[src/rtl/fl_pkg.sv]
package fl_pkg;
    typedef struct packed {
        logic active;
        logic clr;
    } fl_state_t;
endpackage

[src/rtl/fl_tmo_decode.sv]
module fl_tmo_decode #(
    parameter int CODE_W = 4,
    parameter int BASE   = 3,
    parameter int STEP   = 4,
    parameter int CNT_W  = 6
) (
    input  logic [CODE_W-1:0] code,
    output logic [CNT_W-1:0]  span
);
    always_comb begin
        span = CNT_W'(BASE + STEP * int'(code));
    end
endmodule

[src/rtl/fl_countdown.sv]
module fl_countdown #(
    parameter int CNT_W = 6,
    parameter int MAXT  = 63
) (
    input  logic             clk,
    input  logic             rst_n,
    input  logic             load,
    input  logic             hold,
    input  logic             run,
    input  logic             tick,
    input  logic [CNT_W-1:0] load_val,
    output logic             expire
);
    typedef struct packed {
        logic [CNT_W-1:0] cnt;
    } cd_t;

    cd_t cd_d, cd_q;

    always_comb begin
        cd_d   = cd_q;
        expire = 1'b0;
        if (load || hold) begin
            cd_d.cnt = load_val;
        end else if (run && tick) begin
            if (cd_q.cnt <= CNT_W'(1)) begin
                cd_d.cnt = '0;
                expire   = 1'b1;
            end else begin
                cd_d.cnt = cd_q.cnt - CNT_W'(1);
            end
        end
    end

    always_ff @(posedge clk) begin
        if (!rst_n) cd_q <= '0;
        else        cd_q <= cd_d;
    end

    // The count never exceeds the longest coded timeout.
    a_r11_cnt_bound: assert property (@(posedge clk) disable iff (!rst_n)
        cd_q.cnt <= CNT_W'(MAXT));
    // A held counter sits at a full timeout (at least 2), so it cannot expire on the next tick.
    a_r8_hold_no_expire: assert property (@(posedge clk) disable iff (!rst_n)
        hold |=> !expire);
endmodule

[src/rtl/fl_pin_drive.sv]
module fl_pin_drive (
    input  logic enable,
    input  logic mode,
    input  logic active,
    output logic pin
);
    always_comb begin
        if (!enable) pin = mode;
        else         pin = !active;
    end
endmodule

[src/rtl/fastlock_timer.sv]
module fastlock_timer #(
    parameter int CODE_W = 4,
    parameter int BASE   = 3,
    parameter int STEP   = 4
) (
    input  logic              clk,
    input  logic              rst_n,
    input  logic              fl_enable,
    input  logic              fl_mode,
    input  logic [CODE_W-1:0] tmo_code,
    input  logic              gain_wr,
    input  logic              gain_val,
    input  logic              pd_tick,
    input  logic              force_rst,
    output logic              hi_current,
    output logic              fl_pin,
    output logic              gain_clr
);
    import fl_pkg::*;

    localparam int MAXT  = BASE + STEP * ((1 << CODE_W) - 1);
    localparam int CNT_W = $clog2(MAXT + 1);

    fl_state_t st_d, st_q;
    logic [CNT_W-1:0] span;
    logic enter, run, expire;

    fl_tmo_decode #(.CODE_W(CODE_W), .BASE(BASE), .STEP(STEP), .CNT_W(CNT_W)) u_dec (
        .code (tmo_code),
        .span (span)
    );

    assign enter = fl_enable && gain_wr && gain_val;
    assign run   = fl_enable && fl_mode && st_q.active && !gain_wr;

    fl_countdown #(.CNT_W(CNT_W), .MAXT(MAXT)) u_cd (
        .clk      (clk),
        .rst_n    (rst_n),
        .load     (enter),
        .hold     (force_rst),
        .run      (run),
        .tick     (pd_tick),
        .load_val (span),
        .expire   (expire)
    );

    always_comb begin
        st_d     = st_q;
        st_d.clr = 1'b0;
        if (!fl_enable) begin
            st_d.active = 1'b0;
        end else if (gain_wr) begin
            st_d.active = gain_val;
        end else if (expire) begin
            st_d.active = 1'b0;
            st_d.clr    = 1'b1;
        end
    end

    always_ff @(posedge clk) begin
        if (!rst_n) st_q <= '0;
        else        st_q <= st_d;
    end

    fl_pin_drive u_pin (
        .enable (fl_enable),
        .mode   (fl_mode),
        .active (st_q.active),
        .pin    (fl_pin)
    );

    assign hi_current = st_q.active;
    assign gain_clr   = st_q.clr;

    a_r10_disable_drop: assert property (@(posedge clk) disable iff (!rst_n)
        !fl_enable |=> !hi_current);
    a_r2_write_ignored: assert property (@(posedge clk) disable iff (!rst_n)
        (!fl_enable && !hi_current) |=> !hi_current);
    a_r5_manual_holds: assert property (@(posedge clk) disable iff (!rst_n)
        (fl_enable && !fl_mode && hi_current && !gain_wr) |=> hi_current);
    a_r6_clr_pulse: assert property (@(posedge clk) disable iff (!rst_n)
        gain_clr |=> !gain_clr);
    a_r6_clr_ends: assert property (@(posedge clk) disable iff (!rst_n)
        gain_clr |-> (!hi_current && $past(hi_current)));
    a_r4_pin_low: assert property (@(posedge clk) disable iff (!rst_n)
        (hi_current && fl_enable) |-> !fl_pin);
endmodule

[config.mk]
export PLATFORM = sky130hd
export DESIGN_NAME = fastlock_timer
export DESIGN_NICKNAME = d
export VERILOG_FILES = /design/src/rtl/fl_pkg.sv /design/src/rtl/fl_tmo_decode.sv /design/src/rtl/fl_countdown.sv /design/src/rtl/fl_pin_drive.sv /design/src/rtl/fastlock_timer.sv
export SDC_FILE = /design/constraint.sdc
export NUM_CORES = 1
export LEC_CHECK = 0
export BUFFER_PORTS_ARGS = -buffer_cell sky130_fd_sc_hd__buf_4
export CAP_MARGIN = 10
export CORE_UTILIZATION = 35
export DETAILED_ROUTE_END_ITERATION = 16
export MAX_ROUTING_LAYER = met4
export SLEW_MARGIN = 5
export SYNTH_ARGS = -nofsm -noshare
export SYNTH_HDL_FRONTEND = slang
export SYNTH_HIERARCHICAL = 1
export SYNTH_SLANG_ARGS = --single-unit
[constraint.sdc]
create_clock -name clk -period 2.2 [get_ports clk]
set_input_delay 0.22 -clock clk [delete_from_list [all_inputs] [get_ports clk]]
set_output_delay 0.22 -clock clk [all_outputs]
set_load 0.005 [all_outputs]
==> results of run 1 <==
-- registers in the layout, summed over array words and instances, names as in the netlist --
signal	cells
u_cd/cd_q	6
gain_clr	1
hi_current	1
-- per-stage QoR --
step	setup WS [ns]	power [mW]	hold slack, ns	util (%)	cells
6_report	0.425	0.372	0.207	45.0	96
5_1_grt	0.280	0.395	0.217	45.0	96
4_1_cts	0.422	0.376	0.205	45.0	96
3_5_place_dp	0.450	0.255	0.483	43.5	93
3_3_place_gp	0.509	0.255	0.479	43.5	93
2_1_floorplan	0.585	0.229	0.336	-	69
-- where the power goes --
group	switching (mW)	internal, mW	total [mW]
clock network	0.0559	0.0628	0.119
registers	0.0102	0.153	0.163
logic	0.0419	0.0483	0.0902
total	0.108	0.264	0.372
-- worst reg2reg max path, delay by kind of cell (launching register included) --
family / cells / cell delay (ns)
flops: 1 / 0.40
fa+ha+maj: 1 / 0.24
compound gates: 1 / 0.15
buf+inv: 1 / 0.06
simple gates: 4 / 0.86
-- area by class of cell --
type / count / share of cell area [%]
Sequential cell: 8 / 23.4
Inverter: 4 / 2.19
Timing Repair Buffer: 15 / 16.4
Multi-Input combinational cell: 50 / 51.8
Tap cell: 16 / 2.92
Clock buffer: 3 / 3.28
-- layer usage --
layer	global-route usage (%)	share of wire, %	vias up
li1	-	-	258
met1	16.7	44	225
met2	26.8	49	12
met3	8.19	4.6	4
met4	7.50	1.9	0
met5	-	0	-
-- cell usage in the layout (no fill, tap or decap), types with 2 or more instances in the layout --
master                     Yosys  routed
sky130_fd_sc_hd__a22oi_1       3       3
sky130_fd_sc_hd__or3_1         2       2
sky130_fd_sc_hd__xnor2_1       3       3
sky130_fd_sc_hd__o21a_1        4       4
sky130_fd_sc_hd__conb_1        1       2
sky130_fd_sc_hd__nor2_1        5       5
sky130_fd_sc_hd__and3_1        3       3
sky130_fd_sc_hd__a211oi_1      2       2
sky130_fd_sc_hd__nand2_1       5       5
sky130_fd_sc_hd__dfxtp_1       8       8
sky130_fd_sc_hd__nor3_1        2       2
sky130_fd_sc_hd__a22o_1        2       2
sky130_fd_sc_hd__a21oi_1       3       3
sky130_fd_sc_hd__inv_1         4       4
sky130_fd_sc_hd__clkbuf_4      0       3
sky130_fd_sc_hd__buf_4         6      15
sky130_fd_sc_hd__ha_1          2       2
-- final timing paths --
check	from	endpoint	slack [ns]	depth (start not counted)
worst max-delay path	u_cd/cd_q[0]	hi_current	0.43	7
worst min-delay path	fl_enable	hi_current	0.21	3
worst max register to register	u_cd/cd_q[0]	hi_current	0.43	7
worst min register to register	hi_current	hi_current	0.58	2
-- cells by family (layout without fill, tap and decap cells) --
group                    count (synthesis)  count (layout)  synth area share [%]
AND/OR/NAND/NOR                         25              25                  24.8
AO/OA/AOI/OAI                           17              17                  25.0
buffers and inverters                   11              22                  11.1
flip-flops                               8               8                  27.8
XOR/XNOR                                 3               3                  4.57
adder cells (fa/ha/maj)                  2               2                  4.35
other                                    1               2                 0.652
multiplexers                             1               1                  1.74
==> impl_metrics.py, run 1 <==
metrics = {
    "critical_path": {
        "worstPathCellList": "inv_1 > ha_1 > nor2_1 > nor3_1 > and3_1 > or3b_1 > a21oi_1",
        "crit_family": "simple AND/OR/NAND/NOR gates",
        "worstPathMaxFanout": 6,
        "startpoint_class_of_the_critical_path": "register",
        "worst_setup_path_type": "register to register",
        "worstPathArrival_ns": 1.97,
        "cpMaxStageDelayCell": "sky130_fd_sc_hd__dfxtp_1",
        "required_ns": 2.40,
        "worst_path_largest_cell_delay_ns": 0.40,
        "timing.critical_path.to_type": "register",
        "critical_path_buf_inv_count": 1,
    },
    "drt": {
        "detail_routed_net_length_per_standard_cell_um": 13.0,
        "wl_mm": 1.24,
        "route.detailed.vias_per_inst": 5.20,
        "firstDrtPassIters": 4,
        "post-route-drc-count": 0,
        "antenna_left": 0,
        "routed-via-count": 499,
        "detail_route.iter0.violations": 17,
    },
    "cts": {
        "tritoncts.num_buffers": 3,
        "cts_tree": "yes",
        "clock_path_buffers": 2,
        "worstSkewPairLatency_ns": 0.26,
        "clkSinkCount": 8,
        "post_cts_buffers": 0,
        "cts.htree.levels": 1,
        "postCtsHoldBufs": 0,
        "clkTransAtPathRegs_ns": 0.06,
        "root_buffer": "sky130_fd_sc_hd__clkbuf_4",
        "postCtsResizedCells": 0,
    },
    "layout": {
        "drive_above_1_share_pct": 31.3,
        "layout.area.seq_sq_um": 160,
        "multi_input_comb_area_sq_um": 355,
        "nets": 96,
        "num-fill-cells": 140,
        "antenna-diode-count": 0,
        "final_cell_area_excluding_filler_cells_sq_um": 686,
        "layout_overhead_on_the_synthesized_area_pct": 19.1,
    },
    "timing": {
        "timing.final.crit_share_pct": 80.7,
        "achievable-frequency_ghz": 0.563,
        "report.final.hold_viol_count": 0,
        "final.setup_skew_ns": 0.00971,
        "setup_viol": 0,
        "setup_repair_after_global_routing_missed_its_margin": "no",
        "setup_tns_ns": 0,
        "post-route-min-period_ns": 1.77,
        "maxSlewViolCount": 0,
    },
    "global_route": {
        "globalRouteTotalUtil_pct": 16.5,
        "grt_overflow": 0,
        "grt_antenna_before_repair": 0,
        "grt_pass1_vias": 510,
        "pin_count_of_the_biggest_net_entering_global_routing": 8,
        "grt_pass1_wl_mm": 2.15,
    },
    "logic_synthesis": {
        "post-synth-top-area-cell": "sky130_fd_sc_hd__dfxtp_1",
        "synth_seq_area_share_pct": 27.8,
        "synth_top_cells_by_count": "sky130_fd_sc_hd__dfxtp_1, sky130_fd_sc_hd__buf_4, sky130_fd_sc_hd__nand2_1, sky130_fd_sc_hd__nor2_1",
        "yosysWarningCount": 6,
        "share_of_flip_flops_with_an_asynchronous_set_or_reset_after_synthesis_pct": 0,
        "synth_top_flop_cell": "sky130_fd_sc_hd__dfxtp_1",
        "synth_edf_count": 0,
        "post_synth_inst_count": 68,
        "synth_seq_cells": 8,
        "yosysMostFrequentCell": "sky130_fd_sc_hd__dfxtp_1",
        "netlist-cell-type-count": 29,
        "syn_area_sq_um": 576,
        "post_synth.cell_area_avg_sq_um": 8.46,
        "synth_top_cells_by_area": "sky130_fd_sc_hd__dfxtp_1, sky130_fd_sc_hd__buf_4, sky130_fd_sc_hd__o21a_1",
        "netlist.area_leader.share_pct": 27.8,
    },
    "floorplanning": {
        "number_of_primary_i_o_pins": 15,
        "die_x_um": 42.6,
        "initial_util_pct": 37.8,
        "core_area_sq_um": 1520,
        "die_area_sq_um": 1810,
        "die_height_um": 42.6,
        "placementRows": 14,
    },
    "worst_hold_path": {
        "worstHoldPathType": "input pin to register",
    },
    "power": {
        "largest_voltage_drop_on_the_vdd_net_uv": 347,
        "cellPowerDensity_nw_per_um2": 542,
        "power.leakage_nw": 0.298,
    },
    "placed_design": {
        "count_of_input_and_output_buffers": 14,
        "instance_area_at_placement_sq_um": 663,
        "place_hpwl_um": 933,
        "gp_congestion": 0.842,
    },
    "outcome": {
        "run_status": "completed",
    },
    "job": {
        "maxCapViolations": 0,
    },
}
(Power assumes the default switching activity.)
==> run 2: changes to the inputs <==
==> constraint.sdc (replaced) <==
create_clock -name clk -period 1.47 [get_ports clk]
set_input_delay 0.147 -clock clk [delete_from_list [all_inputs] [get_ports clk]]
set_output_delay 0.147 -clock clk [all_outputs]
set_load 0.005 [all_outputs]
==> run 2 against run 1 <==
The run now ends with negative setup slack left. Critical path depth unchanged. Via count up 11%. Final cell count up 11%. Critical path type unchanged. First-iteration DRC count down 35%. Sequential share of layout area down 3.3 points. Count of clock-buffer cells in the layout unchanged.
==> impl_metrics.py, run 2 (synthesis results as in run 1) <==
metrics = {
    "outcome": {
        "run_status": "complete, but fails checks",
        "violated_checks": "negative setup slack",
    },
    "critical_path": {
        "worstReg2RegStart": "u_cd/cd_q[0]",
        "worstPathMaxFanout": 4,
        "cell_depth_of_the_worst_flop_to_flop_path": 7,
        "worstPathArrival_ns": 1.70,
        "timing.critical_path.to_type": "register",
        "crit_path_from": "u_cd/cd_q[0]",
        "startpoint_class_of_the_critical_path": "register",
        "worst_setup_path_type": "register to register",
        "critical_path.endpoint": "hi_current",
        "required_ns": 1.68,
        "worstReg2RegEnd": "hi_current",
        "worst-r2r-setup-slack_ns": -0.03,
    },
    "cts": {
        "worstSkewPairLatency_ns": 0.27,
        "cts_tree": "yes",
        "tritoncts.num_buffers": 3,
        "clkTransAtPathRegs_ns": 0.06,
        "clkSinkCount": 8,
        "clock_path_buffers": 2,
        "postCtsHoldBufs": 0,
        "cts.htree.levels": 1,
        "root_buffer": "sky130_fd_sc_hd__clkbuf_4",
    },
    "layout": {
        "num-fill-cells": 138,
        "layout_overhead_on_the_synthesized_area_pct": 43.0,
        "final-instance-count-excl-fill": 107,
        "largest_reg_flops": 6,
        "layout.area.seq_sq_um": 165,
        "layout_common_cells": "sky130_fd_sc_hd__buf_4, sky130_fd_sc_hd__dfxtp_1, sky130_fd_sc_hd__nand2_1",
        "multi_input_comb_area_sq_um": 405,
        "fraction_of_the_core_area_covered_by_cells_at_the_end_of_the_flow_pct": 54.0,
        "largest-register": "u_cd/cd_q",
        "drive_above_1_share_pct": 52.7,
        "mostFrequentLayoutCell": "sky130_fd_sc_hd__buf_4",
        "nets": 107,
        "antenna-diode-count": 0,
    },
    "drt": {
        "wl_mm": 1.40,
        "firstDrtPassIters": 4,
        "antenna_left": 0,
        "post-route-drc-count": 0,
        "routed-via-count": 556,
        "detail_route.iter0.violations": 11,
        "route.detailed.vias_per_inst": 5.20,
        "detail_routed_net_length_per_standard_cell_um": 13.1,
    },
    "global_route": {
        "grt_antenna_before_repair": 0,
        "grt_pass1_wl_mm": 2.27,
        "grt_pass1_vias": 491,
        "pin_count_of_the_biggest_net_entering_global_routing": 8,
        "grt_overflow": 0,
        "globalRouteTotalUtil_pct": 17.7,
    },
    "timing": {
        "post-route-min-period_ns": 1.50,
        "fin_ws_ns": -0.0254,
        "setup_viol": 1,
        "maxSlewViolCount": 0,
        "fin_worst_hold_slack_ns": 0.150,
        "timing.final.crit_share_pct": 102,
        "final.setup_skew_ns": 0.00255,
        "achievable-frequency_ghz": 0.669,
        "report.final.hold_viol_count": 0,
        "setup_repair_after_global_routing_missed_its_margin": "yes",
    },
    "floorplanning": {
        "die_area_sq_um": 1810,
        "die_x_um": 42.6,
        "core_area_sq_um": 1520,
        "die_height_um": 42.6,
        "placementRows": 14,
        "number_of_primary_i_o_pins": 15,
        "initial_util_pct": 37.8,
    },
    "placed_design": {
        "place_hpwl_um": 951,
        "gp_congestion": 0.763,
        "count_of_input_and_output_buffers": 14,
        "dpl.cell_count": 101,
    },
    "power": {
        "largest_voltage_drop_on_the_vdd_net_uv": 574,
        "power.leakage_nw": 0.358,
        "cellPowerDensity_nw_per_um2": 750,
        "totalPowerFinal_uw": 618,
    },
    "job": {
        "maxCapViolations": 0,
    },
    "worst_hold_path": {
        "worstHoldPathType": "input pin to register",
    },
}
run 2: how the worst min path moves through the flow:
stage / start / to / slack [ns] / depth (start not counted)
2_1_floorplan: fl_enable / hi_current / 0.26 / 2
3_5_place_dp: gain_val / hi_current / 0.42 / 3
5_1_grt: rst_n / u_cd/cd_q[3] / 0.15 / 2
3_3_place_gp: gain_wr / hi_current / 0.41 / 3
4_1_cts: gain_wr / hi_current / 0.14 / 3
6_report: rst_n / u_cd/cd_q[5] / 0.15 / 3
run 2: per-stage QoR:
step | setup slack [ns] | TNS (ns) | instance area (sq um)
after floorplan | 0.0111 | 0 | 592
after CTS | -0.0133 | -0.0133 | 776
after global routing | -0.101 | -0.278 | 823
after detailed placement | -0.0788 | -0.0997 | 736
after global placement | -0.0552 | -0.0664 | 736
final | -0.0254 | -0.0254 | 823
run 2: area by class of cell:
class,instances,area share [%]
Clock buffer,3,2.74
Inverter,4,1.82
Multi-Input combinational cell,50,49.2
Sequential cell,8,20.1
Tap cell,16,2.43
Timing Repair Buffer,26,23.7
run 2: report_power, final:
group,internal [mW],total (mW),switching [mW]
Clock,0.0947,0.187,0.0927
Sequential,0.229,0.243,0.0142
Combinational,0.104,0.187,0.0830
Total,0.428,0.618,0.190
run 2: metal layers:
metal | track usage [%] | vias to the layer above | wire length, um
met1 | 23.7 | 265 | 673
met2 | 23.7 | 9 | 661
li1 | - | 278 | -
met3 | 3.88 | 4 | 31
met4 | 11.3 | 0 | 33
met5 | - | - | 0
run 2: critical path, stage by stage (launching register included):
cell                      delay (ns)
sky130_fd_sc_hd__dfxtp_4        0.37
sky130_fd_sc_hd__inv_2          0.05
sky130_fd_sc_hd__ha_4           0.16
sky130_fd_sc_hd__nor2_4         0.14
sky130_fd_sc_hd__nor3_4         0.06
sky130_fd_sc_hd__and3_4         0.16
sky130_fd_sc_hd__or3b_4         0.38
sky130_fd_sc_hd__a21oi_2        0.11
run 2: repair_timing:
action | 4_1_cts | 5_1_grt
setup endpoints to repair | 1 | 6
buffers inserted | 1 | 2
gates resized for setup | 3 | 8
pin swaps | 0 | 5
